==> src/rtl/gk_pkg.sv <==
package gk_pkg;

    typedef enum logic [2:0] {
        ST_IDLE,
        ST_CAPTURE,
        ST_DELAY,
        ST_WRITE,
        ST_ACK,
        ST_ABORT
    } gk_state_e;

    typedef struct packed {
        gk_state_e st;
        logic      aborted;
    } gk_ctrl_t;

endpackage

==> src/rtl/gk_tick_counter.sv <==
module gk_tick_counter #(
    parameter int CW = 2
) (
    input  logic          clk,
    input  logic          rst_n,
    input  logic          load,
    input  logic [CW-1:0] load_val,
    input  logic          dec,
    output logic          zero
);

    logic [CW-1:0] cnt_d, cnt_q;

    always_comb begin
        cnt_d = cnt_q;
        if (load) begin
            cnt_d = load_val;
        end else if (dec && (cnt_q != '0)) begin
            cnt_d = cnt_q - 1'b1;
        end
    end

    always_ff @(posedge clk or negedge rst_n) begin
        if (!rst_n) begin
            cnt_q <= '0;
        end else begin
            cnt_q <= cnt_d;
        end
    end

    assign zero = (cnt_q == '0);

    // The count never moves unless it is loaded or decremented.
    AST_CNT_HOLD: assert property (@(posedge clk) disable iff (!rst_n)
        (!$past(load) && !$past(dec)) |-> $stable(cnt_q));

endmodule

==> src/rtl/gk_hold_reg.sv <==
module gk_hold_reg #(
    parameter int W = 8
) (
    input  logic         clk,
    input  logic         rst_n,
    input  logic         load,
    input  logic [W-1:0] d,
    output logic [W-1:0] q
);

    logic [W-1:0] val_d, val_q;

    always_comb begin
        val_d = load ? d : val_q;
    end

    always_ff @(posedge clk or negedge rst_n) begin
        if (!rst_n) begin
            val_q <= '0;
        end else begin
            val_q <= val_d;
        end
    end

    assign q = val_q;

    AST_HOLD_NO_LOAD: assert property (@(posedge clk) disable iff (!rst_n)
        !$past(load) |-> $stable(q));

endmodule

==> src/rtl/gk_write_guard.sv <==
module gk_write_guard
    import gk_pkg::*;
#(
    parameter int AW      = 16,
    parameter int DW      = 32,
    parameter int DLY_CYC = 3,
    parameter int WR_CYC  = 2
) (
    input  logic          clk,
    input  logic          rst_n,
    input  logic          sel_n,
    input  logic          bus_wr,
    input  logic [AW-1:0] bus_addr,
    input  logic [DW-1:0] bus_wdata,
    input  logic          inhibit_n,
    output logic          cap_n,
    output logic          mem_we_n,
    output logic [AW-1:0] mem_addr,
    output logic [DW-1:0] mem_wdata,
    output logic          ack,
    output logic          abort_flag
);

    localparam int MAXC = (DLY_CYC > WR_CYC) ? DLY_CYC : WR_CYC;
    localparam int CW   = (MAXC > 1) ? $clog2(MAXC) : 1;
    localparam logic [CW-1:0] DLY_LOAD = CW'(DLY_CYC - 1);
    localparam logic [CW-1:0] WR_LOAD  = CW'(WR_CYC - 1);

    gk_ctrl_t      ctrl_d, ctrl_q;
    logic          cnt_load;
    logic [CW-1:0] cnt_load_val;
    logic          cnt_dec;
    logic          cnt_zero;
    logic          cap_en;

    always_comb begin
        ctrl_d       = ctrl_q;
        cnt_load     = 1'b0;
        cnt_load_val = '0;
        cap_en       = 1'b0;
        case (ctrl_q.st)
            ST_IDLE: begin
                if (!sel_n && bus_wr) begin
                    ctrl_d.st = ST_CAPTURE;
                    cap_en    = 1'b1;
                end
            end
            ST_CAPTURE: begin
                ctrl_d.st    = ST_DELAY;
                cnt_load     = 1'b1;
                cnt_load_val = DLY_LOAD;
            end
            ST_DELAY: begin
                if (!inhibit_n) begin
                    ctrl_d.st      = ST_ABORT;
                    ctrl_d.aborted = 1'b1;
                end else if (cnt_zero) begin
                    ctrl_d.st    = ST_WRITE;
                    cnt_load     = 1'b1;
                    cnt_load_val = WR_LOAD;
                end
            end
            ST_WRITE: begin
                if (cnt_zero) begin
                    ctrl_d.st = ST_ACK;
                end
            end
            ST_ACK, ST_ABORT: begin
                ctrl_d.st = ST_IDLE;
            end
            default: begin
                ctrl_d.st = ST_IDLE;
            end
        endcase
        cnt_dec = !cnt_load && ((ctrl_q.st == ST_DELAY) || (ctrl_q.st == ST_WRITE));
    end

    always_ff @(posedge clk or negedge rst_n) begin
        if (!rst_n) begin
            ctrl_q <= '{st: ST_IDLE, aborted: 1'b0};
        end else begin
            ctrl_q <= ctrl_d;
        end
    end

    gk_tick_counter #(.CW(CW)) u_guard_cnt (
        .clk      (clk),
        .rst_n    (rst_n),
        .load     (cnt_load),
        .load_val (cnt_load_val),
        .dec      (cnt_dec),
        .zero     (cnt_zero)
    );

    gk_hold_reg #(.W(AW)) u_addr_hold (
        .clk   (clk),
        .rst_n (rst_n),
        .load  (cap_en),
        .d     (bus_addr),
        .q     (mem_addr)
    );

    gk_hold_reg #(.W(DW)) u_data_hold (
        .clk   (clk),
        .rst_n (rst_n),
        .load  (cap_en),
        .d     (bus_wdata),
        .q     (mem_wdata)
    );

    assign cap_n      = (ctrl_q.st != ST_CAPTURE);
    assign mem_we_n   = (ctrl_q.st != ST_WRITE);
    assign ack        = (ctrl_q.st == ST_ACK) || (ctrl_q.st == ST_ABORT);
    assign abort_flag = ctrl_q.aborted;

    // ---------------- checks ----------------
    localparam int SW = $clog2(DLY_CYC + 3);
    logic [SW-1:0] since_cap_d, since_cap_q;

    always_comb begin
        since_cap_d = since_cap_q;
        if (!cap_n) begin
            since_cap_d = SW'(1);
        end else if ((since_cap_q != '0) && (since_cap_q != SW'(DLY_CYC + 2))) begin
            since_cap_d = since_cap_q + 1'b1;
        end
    end

    always_ff @(posedge clk or negedge rst_n) begin
        if (!rst_n) begin
            since_cap_q <= '0;
        end else begin
            since_cap_q <= since_cap_d;
        end
    end

    always @(posedge clk) begin
        if (!rst_n) begin
            AST_RESET_QUIET: assert (mem_we_n && cap_n && !ack);
        end
    end

    AST_CAP_SINGLE: assert property (@(posedge clk) disable iff (!rst_n)
        !cap_n |=> cap_n);

    AST_STROBE_LATENCY: assert property (@(posedge clk) disable iff (!rst_n)
        $fell(mem_we_n) |-> (since_cap_q == SW'(DLY_CYC + 1)));

    AST_ACK_PULSE: assert property (@(posedge clk) disable iff (!rst_n)
        ack |=> !ack);

    AST_STROBE_NEEDS_CLEAR: assert property (@(posedge clk) disable iff (!rst_n)
        $fell(mem_we_n) |-> $past(inhibit_n));

    AST_ABORT_STICKY: assert property (@(posedge clk) disable iff (!rst_n)
        abort_flag |=> abort_flag);

    AST_HOLD_STABLE: assert property (@(posedge clk) disable iff (!rst_n)
        !mem_we_n |-> ($stable(mem_addr) && $stable(mem_wdata)));

endmodule

==> config.mk <==
export PLATFORM = sky130hd
export DESIGN_NAME = gk_write_guard
export DESIGN_NICKNAME = d
export VERILOG_FILES = /design/src/rtl/gk_pkg.sv /design/src/rtl/gk_tick_counter.sv /design/src/rtl/gk_hold_reg.sv /design/src/rtl/gk_write_guard.sv
export SDC_FILE = /design/constraint.sdc
export NUM_CORES = 1
export LEC_CHECK = 0
export BUFFER_PORTS_ARGS = -buffer_cell sky130_fd_sc_hd__buf_4
export CAP_MARGIN = 15
export CELL_PAD_IN_SITES_DETAIL_PLACEMENT = 0
export CELL_PAD_IN_SITES_GLOBAL_PLACEMENT = 1
export CORE_ASPECT_RATIO = 0.5
export CORE_UTILIZATION = 39
export CTS_BUF_LIST = sky130_fd_sc_hd__clkbuf_4 sky130_fd_sc_hd__clkbuf_8
export CTS_CLUSTER_DIAMETER = 30
export CTS_CLUSTER_SIZE = 12
export DETAILED_ROUTE_END_ITERATION = 8
export GPL_ROUTABILITY_DRIVEN = 0
export PLACE_DENSITY = 0.93
export SYNTH_ARGS = -nofsm -noshare
export SYNTH_HDL_FRONTEND = slang
export SYNTH_HIERARCHICAL = 1
export SYNTH_SLANG_ARGS = --single-unit
export TNS_END_PERCENT = 100
==> constraint.sdc <==
create_clock -name clk -period 2.1 [get_ports clk]
set_input_delay 0.42 -clock clk [delete_from_list [all_inputs] [get_ports clk]]
set_output_delay 0.42 -clock clk [all_outputs]
set_load 0.03 [all_outputs]
==> results by group <==
Synth
  – Biggest area consumer among synthesized cells: dfrtp_1
  – Post-Synthesis Net Count: 198
  – Syn_area_per_cell: 16.9 µm²
  – Seq cells post-synth: 54
  – Post-synth design cell area: 0.00243 mm²
  – Fraction of synthesized cell area taken by the top area cell type: 55.7%
  – Yosys warns: 6
  – Number of distinct standard cells referenced by the synthesized netlist: 28
  – Synth area leaders: dfrtp_1 (56%), mux2_4 (25%), mux2_2 (3.7%)
  – Sequential area share after synthesis: 55.7%
  – Number of standard cells after synthesis: 144

Outcome
  – Status: finished clean

Pwr
  – Leakage: 0.00163 µW
  – Maximum ir drop on the vdd rail: 0.527 mV
  – Power density normalized to cell area: 1690 mW/mm²
  – Tot Pwr: 5620 µW

Layout
  – Storage cell area: 0.00135 mm²
  – Filler cell count: 458
  – Final cell area excluding filler cells: 0.00333 mm²
  – Share of layout cells above drive strength 1: 67.6%
  – Signed area change from the synthesized netlist to the final layout: 37.2%
  – Number of antenna cells inserted: 0
  – Post-layout nets: 303
  – Combined area of the multi-input logic cells: 937 µm²

Detailed routing
  – Via-per-instance ratio: 4.56
  – Routed wirelength normalized by instance count: 15.0 µm
  – Final wirelength: 4990 µm
  – Violation count after the first detailed-routing iteration: 36
  – Antenna viol nets, final: 0
  – Remaining DRCs: 0
  – Length of the first detailed-routing pass in iterations: 4
  – Via count: 1,523

Die
  – Io pins: 105
  – Height of the die: 57.8 µm
  – Effective utilization at floorplan: 42.4%
  – Die boundary width: 114 µm
  – Placeable Area: 0.00573 mm²
  – Die Outline Area: 0.00656 mm²
  – FP Rows: 19

Min path
  – Class of the tightest hold or removal check: in -> async

Timing
  – Final Skew: 0.00780 ns
  – Hold WS: 0.135 ns
  – Slew at the pin with the worst max-slew slack: 0.662 ns
  – Highest Clock Rate: 553 MHz
  – Unrepaired setup endpoints after global routing: false
  – Crit path time final: 1.81 ns
  – Total Negative Setup Slacks: 0 ns
  – Max Transition Viols Final: 0
  – Normalized max-slew margin: 55.9%
  – Final Hold Violating Endpoints: 0
  – Final setup violation count: 0
  – Final critical-path share of the clock period: 86.2%

Global route
  – Antenna violations before repair: 0
  – Vias in the first global route: 1,611
  – Global Route Usage Sum: 15.6%
  – Leftover overflow at the end of global routing: 0
  – First-pass GRT wire length: 7830 µm
  – Largest net degree at the start of global routing: 55

Clock network
  – Number of clock sinks: 54
  – Bufs on Longest Clock Path: 2
  – Total number of H-tree levels: 2
  – Clock latency of the later-clocked register in the worst-skew pair: 0.31 ns
  – Root buffer cell: clkbuf_8
  – Post_cts resized: 0
  – TritonCTS clock tree: built
  – Hold Buf Count CTS: 0
  – Num CTS Buffers: 5
  – Clock transition at path regs: 0.09 ns
  – Total setup buffers inserted after CTS: 0

Placement
  – Post-DP HPWL: 3750 µm
  – Count of port buffers added during placement: 104
  – Placement Cell Area: 0.00323 mm²

Setup path
  – Category of the worst setup path capture point: primary output
  – Largest fanout of any net on the critical path: 10
  – Critical path start-end classification: reg -> out
  – Data arrival time of the critical path: 1.39 ns
  – Crit start category: flop
  – Required time of the critical path: 1.68 ns

Job
  – Number of max-cap violations: 0
-- metal layers --
layer / up-vias / part of all wire, % / track usage [%]
met4: 0 / 1.1 / 5.26
met5: - / 0 / 0
met2: 32 / 56 / 29.1
met1: 775 / 40 / 17.9
li1: 710 / - / -
met3: 6 / 3.4 / 3.97
-- stage by stage --
stage / util, % / worst slack, ns / cells
final: 58.1 / 0.291 / 334
after global routing: 58.1 / 0.186 / 334
after CTS: 58.1 / 0.275 / 334
after detailed placement: 56.4 / 0.359 / 326
after global placement: 56.4 / 0.399 / 326
after floorplan: - / 0.542 / 144
-- synth_stat cells --
cell type and number:
o211a_1 1, nand3b_1 2, o311ai_0 1, buf_6 4, mux2_4 40, nor3b_4 1, a21o_1 1, and2b_2 1
nor3_1 1, nand2_1 2, o211ai_2 1, nand4bb_1 1, and2_1 1, nor3b_2 2, buf_12 4, or4b_1 2
a21oi_1 2, mux2_2 8, a31oi_1 1, and3_1 1, a21bo_2 1, nand2b_1 2, nor2_1 1, nor2b_1 3
dfrtp_1 54, ha_1 1, a31o_1 1, inv_1 4
-- final timing paths --
kind	endpoint	start	cells after the start	slack, ns
max	cap_n	ctrl_q[1]	3	0.29
min	ctrl_q[2]	rst_n	1	0.14
max reg2reg	u_addr_hold/q[13]	ctrl_q[1]	4	0.36
min reg2reg	abort_flag	abort_flag	1	0.49
max in group asynchronous	u_addr_hold/q[13]	rst_n	1	1.53
min in group clk	u_data_hold/q[21]	bus_wdata[21]	2	0.33
-- worst max-delay path, cell delays in order (launching register included) --
cell and delay (ns):
dfrtp_1 0.55, nor3b_2 0.30, inv_1 0.06, buf_4 0.17
-- flip-flops by register name (all words and copies together), names as in the netlist --
name and count:
abort_flag 1, ctrl_q 3, u_addr_hold/q 16, u_data_hold/q 32, u_guard_cnt/cnt_q 2
-- layout by cell type, fill, tap and decap left out, types with 3 or more instances in the layout --
master	instances
mux2_2	8
inv_1	4
buf_4	104
clkbuf_8	6
dfrtp_1	54
nor2b_1	3
mux2_4	40
-- layout make-up --
cell class / count / area share [%]
multi-input combinational: 78 / 28.1
tap: 84 / 3.16
inverter: 4 / 0.451
timing repair buffer: 106 / 24.7
sequential: 54 / 40.6
clock inverter: 2 / 0.526
clock buffer: 6 / 2.48
-- power by group --
part	leakage, µW	switching (µW)	internal, µW	total (µW)
Clock	0.0000514	342	272	614
Sequential	0.000642	354	1550	1910
Combinational	0.000932	1600	1500	3100
-- kinds of logic (layout without fill, tap and decap cells) --
family,after synthesis,in the layout,synth area share [%]
adder cells (fa/ha/maj),1,1,0.515
buffers and inverters,12,118,5.77
multiplexers,48,48,28.5
AO/OA/AOI/OAI,9,9,3.04
AND/OR/NAND/NOR,20,20,6.55
flip-flops,54,54,55.7
Note: power is estimated with default switching activity, not from simulation.
